### src/rtl/key_tlb.sv
module key_tlb #(
    parameter int unsigned ENTRIES = 8,
    parameter int unsigned VPN_W   = 20,
    parameter int unsigned PPN_W   = 20,
    parameter int unsigned DOM_W   = 4
) (
    input  logic             clk,
    input  logic             rst,
    input  logic             fill_en,
    input  logic [VPN_W-1:0] fill_vpn,
    input  logic [PPN_W-1:0] fill_ppn,
    input  logic [DOM_W-1:0] fill_dom,
    input  logic [VPN_W-1:0] look_vpn,
    output logic             look_hit,
    output logic [PPN_W-1:0] look_ppn,
    output logic [DOM_W-1:0] look_dom
);
    localparam int unsigned IDX_W = (ENTRIES > 1) ? $clog2(ENTRIES) : 1;

    typedef struct packed {
        logic             valid;
        logic [VPN_W-1:0] vpn;
        logic [PPN_W-1:0] ppn;
        logic [DOM_W-1:0] dom;
    } tlb_entry_t;

    tlb_entry_t         ent_q [ENTRIES];
    logic [IDX_W-1:0]   ptr_q;
    logic [ENTRIES-1:0] look_vec;
    logic [ENTRIES-1:0] fill_vec;
    logic [IDX_W-1:0]   fill_idx;

    for (genvar g = 0; g < ENTRIES; g++) begin : g_match
        assign look_vec[g] = ent_q[g].valid && (ent_q[g].vpn == look_vpn);
        assign fill_vec[g] = ent_q[g].valid && (ent_q[g].vpn == fill_vpn);
    end

    assign look_hit = |look_vec;

    always_comb begin
        look_ppn = '0;
        look_dom = '0;
        for (int i = 0; i < ENTRIES; i++) begin
            if (look_vec[i]) begin
                look_ppn |= ent_q[i].ppn;
                look_dom |= ent_q[i].dom;
            end
        end
    end

    always_comb begin
        fill_idx = ptr_q;
        for (int i = 0; i < ENTRIES; i++) begin
            if (fill_vec[i]) fill_idx = IDX_W'(i);
        end
    end

    always_ff @(posedge clk) begin
        if (rst) begin
            for (int i = 0; i < ENTRIES; i++) ent_q[i] <= '0;
            ptr_q <= '0;
        end else if (fill_en) begin
            ent_q[fill_idx] <= '{valid: 1'b1, vpn: fill_vpn, ppn: fill_ppn, dom: fill_dom};
            if (!(|fill_vec)) begin
                ptr_q <= (ptr_q == IDX_W'(ENTRIES - 1)) ? '0 : ptr_q + 1'b1;
            end
        end
    end

    // in-place refill keeps page numbers unique, so at most one entry matches
    a_r12_single_match: assert property (@(posedge clk) disable iff (rst)
        $onehot0(look_vec));

    // a fill of a new page always moves the replacement pointer on
    a_r11_ptr_moves: assert property (@(posedge clk) disable iff (rst)
        (fill_en && !(|fill_vec)) |=> ptr_q != $past(ptr_q));

endmodule

### config.mk
export PLATFORM = sky130hd
export DESIGN_NAME = key_tlb
export DESIGN_NICKNAME = d
export VERILOG_FILES = /design/src/rtl/key_tlb.sv
export SDC_FILE = /design/constraint.sdc
export NUM_CORES = 1
export LEC_CHECK = 0
export BUFFER_PORTS_ARGS = -buffer_cell sky130_fd_sc_hd__buf_2
export CORE_ASPECT_RATIO = 1.4
export CORE_MARGIN = 2
export CORE_UTILIZATION = 35
export CTS_BUF_LIST = sky130_fd_sc_hd__clkbuf_8
export DETAILED_ROUTE_END_ITERATION = 16
export PLACE_DENSITY_LB_ADDON = 0.3
export REMOVE_ABC_BUFFERS = 1
export SKIP_CTS_REPAIR_TIMING = 1
export SYNTH_ARGS = -nofsm -noshare
export SYNTH_HDL_FRONTEND = slang
export SYNTH_SLANG_ARGS = --single-unit
### constraint.sdc
create_clock -name clk -period 8.9 [get_ports clk]
set_input_delay 1.335 -clock clk [delete_from_list [all_inputs] [get_ports clk]]
set_output_delay 1.335 -clock clk [all_outputs]
set_load 0.01 [all_outputs]
==> results.md <==
* Grt total ovfl at 0
* Power Internal at 2.70 mW
* Period minus WS final at 5.52 ns
* Placer Congestion at 1.05
* Post-route setup slack at 3.38 ns
* Clock-pin slew on the worst setup and hold paths at 0.06 ns
* Syn avg cell area at 12.6 um2
* Total Wirelength at 70900 um
* Post-route clock skew at 0.0495 ns
* Max Clk Rate at 181 MHz
* Final nets at 1662
* Sw power at 1.09 mW
* Max Root-Sink Buffers at 3
* Wire per inst at 29.9 um
* Full die area at 0.0587 mm2
* Crit-path max FO at 71
* Hold Path Origin: ent_q[0][44]
* First-pass GRT wire length at 103000 um
* Setup CP Type: in2reg
* Area Overhead vs Synth at 9.99%
* H-tree levels at 2
* Iteration-0 DRC count of the detailed router at 1201
* Row count at 103
* Ys Warns at 0
* Max-slew violations at 0
* Critical Path Start Type: input pin
* Post-DP HPWL at 46100 um
* Via density at 5.99
* Dpl cells at 2268
* CP arrival at 5.82 ns
* Slew HR at 0.227
* Antenna viol nets, final at 0
* Switching share of power at 0.287
* LEAKAGE at 6.99 nW
* Critical path required time at 9.20 ns
* Final setup vio count at 0
* Clock power share at 0.355
* Dpl ws at 3.01 ns
* Worst vdd ir at 97.0 uV
* Worst r2r path cells at 10
* Via count at 14222
* Crit. End Element: flop
* Die Width at 205 um
* Worst-skew pair later-pin latency at 0.68 ns
* Hold Path Class: reg2reg
* Post-synth EDFFs at 352
* PwrDens at 174 mW/mm2
* Count of different cell masters after synthesis at 50
* Hold Path Stages at 1
* Register area at 0.0108 mm2
* Outcome: completed
* Multi-input gate area at 0.00817 mm2
* Layout cell share with drive strength beyond 1 at 0.210
* Initial antenna violation count at 4
* CTS root buf: clkbuf_8
* CP startpoint: fill_vpn[13]
* Final Cycle Share at 0.620
* Seq/Total Area, Yosys at 0.543
* # fillers at 5531
* Seq pwr share at 0.527
* Commonest non-fill, non-tap cell in the layout: edfxtp_1
* CTS tree: done
* Post-synth top flop: edfxtp_1
* Mapped cell area at 0.0199 mm2
* Max_cap viols at 0
* Non-Filler Instances at 2374
* GRT Util Overall at 0.242
* FF+latch count, synth at 363
* Gate power share at 0.118
* Initial Utilization at 0.353
* PortBufs at 91
* Vias in the first global route at 14661
* Syn Inst Count at 1575
* Num Clock Sinks at 363
* WHS at 0.541 ns
* Worst-Margin Slew at 1.16 ns
* RSZ-0062 raised after global routing: no
* Inserted Clock Buffers at 58
* Die Span Y at 286 um
* Reg2Reg Launch Point: ent_q[3][37]
* Post-route DRC at 0
* Core Area at 0.0562 mm2
* Synth async-reset ratio at 0
* Final Hold Viols at 0
* Largest net degree at the start of global routing at 130
* Most frequent cells in the layout: edfxtp_1 (352), nor4_1 (184), xnor2_1 (169)
* DRT Pass-1 Iters at 7
* IO Pins at 92
## synth_stat cells (3+ instances only)
master	number	area (um2)
a21oi_1	4	20.0
a221oi_1	24	210
edfxtp_1	352	10600
nand2_1	10	37.5
clkbuf_4	3	22.5
dfxtp_1	11	220
and4_1	6	52.6
a22oi_1	49	368
nand4_1	56	350
nand3_1	39	195
inv_1	51	191
xnor2_1	169	1480
buf_1	9	33.8
buf_4	10	75.1
o31ai_1	9	67.6
buf_2	86	430
xor2_1	151	1320
nor4_2	128	1600
nor3_1	95	475
o32ai_1	6	52.6
a22o_1	24	210
clkbuf_1	39	146
nor2_1	3	11.3
buf_6	20	225
nor4b_1	5	43.8
nor4_1	186	1160
## critical path, stage by stage
cell and delay (ns):
buf_2 0.21, xnor2_1 0.45, nand3_1 0.13, nor4_1 0.66
and4_1 0.46, o211ai_1 0.22, o211ai_4 0.61, buf_4 0.43
buf_4 0.72, o21ai_4 0.10, buf_4 0.37
## kinds of logic after synthesis
group	after synthesis	synth area share
xor gates and xnor gates	320	0.141
buffers and inverters	219	0.0568
AOI/OAI and AO/OA	127	0.0518
adders and majority gates	2	0.00126
DFF	363	0.543
and+or+nand+nor	544	0.205
## power groups by stage
stage | logic (mW) | registers [mW] | clock network (mW)
after floorplan | 0.235 | 2.03 | 0
after global placement | 0.441 | 2.03 | 0
after detailed placement | 0.442 | 2.04 | 0
after CTS | 0.444 | 2.00 | 1.37
after global routing | 0.467 | 2.01 | 1.44
final | 0.446 | 2.00 | 1.35
## registers in the layout, summed over array words and instances (netlist names)
name   count
ent_q    360
ptr_q      3
## path summary, 6_finish.rpt
| check | endpoint | slack (ns) |
|---|---|---|
| max reg2reg | ent_q[0][40] | 3.83 |
| min | ent_q[0][44] | 0.54 |
| min reg2reg | ent_q[0][44] | 0.54 |
| max | ent_q[0][40] | 3.38 |
## layer usage
metal | global-route usage | vias up | share of wire
li1 | - | 6186 | -
met1 | 0.282 | 7302 | 0.37
met2 | 0.430 | 550 | 0.52
met3 | 0.0314 | 180 | 0.050
met4 | 0.132 | 4 | 0.060
met5 | 0 | - | 0.00035
## area by class of cell
cell class              instances  share of cell area
inverters                      52             0.00894
repair buffers                125              0.0331
clock inverters                47              0.0109
multi-input cells             993               0.374
diodes                          1            0.000115
flip-flops and latches        363               0.494
well taps                     735              0.0421
clock buffers                  58              0.0366
## stage by stage
stage	TNS [ns]	power (mW)	util	instance area, um2
finish	0	3.79	0.389	21800
global route	0	3.91	0.389	21800
CTS	0	3.81	0.389	21800
detailed placement	0	2.48	0.370	20800
global placement	0	2.48	0.370	20800
floorplan	-764.55	2.26	-	18900
No activity file was read; power rests on OpenSTA's default activity.
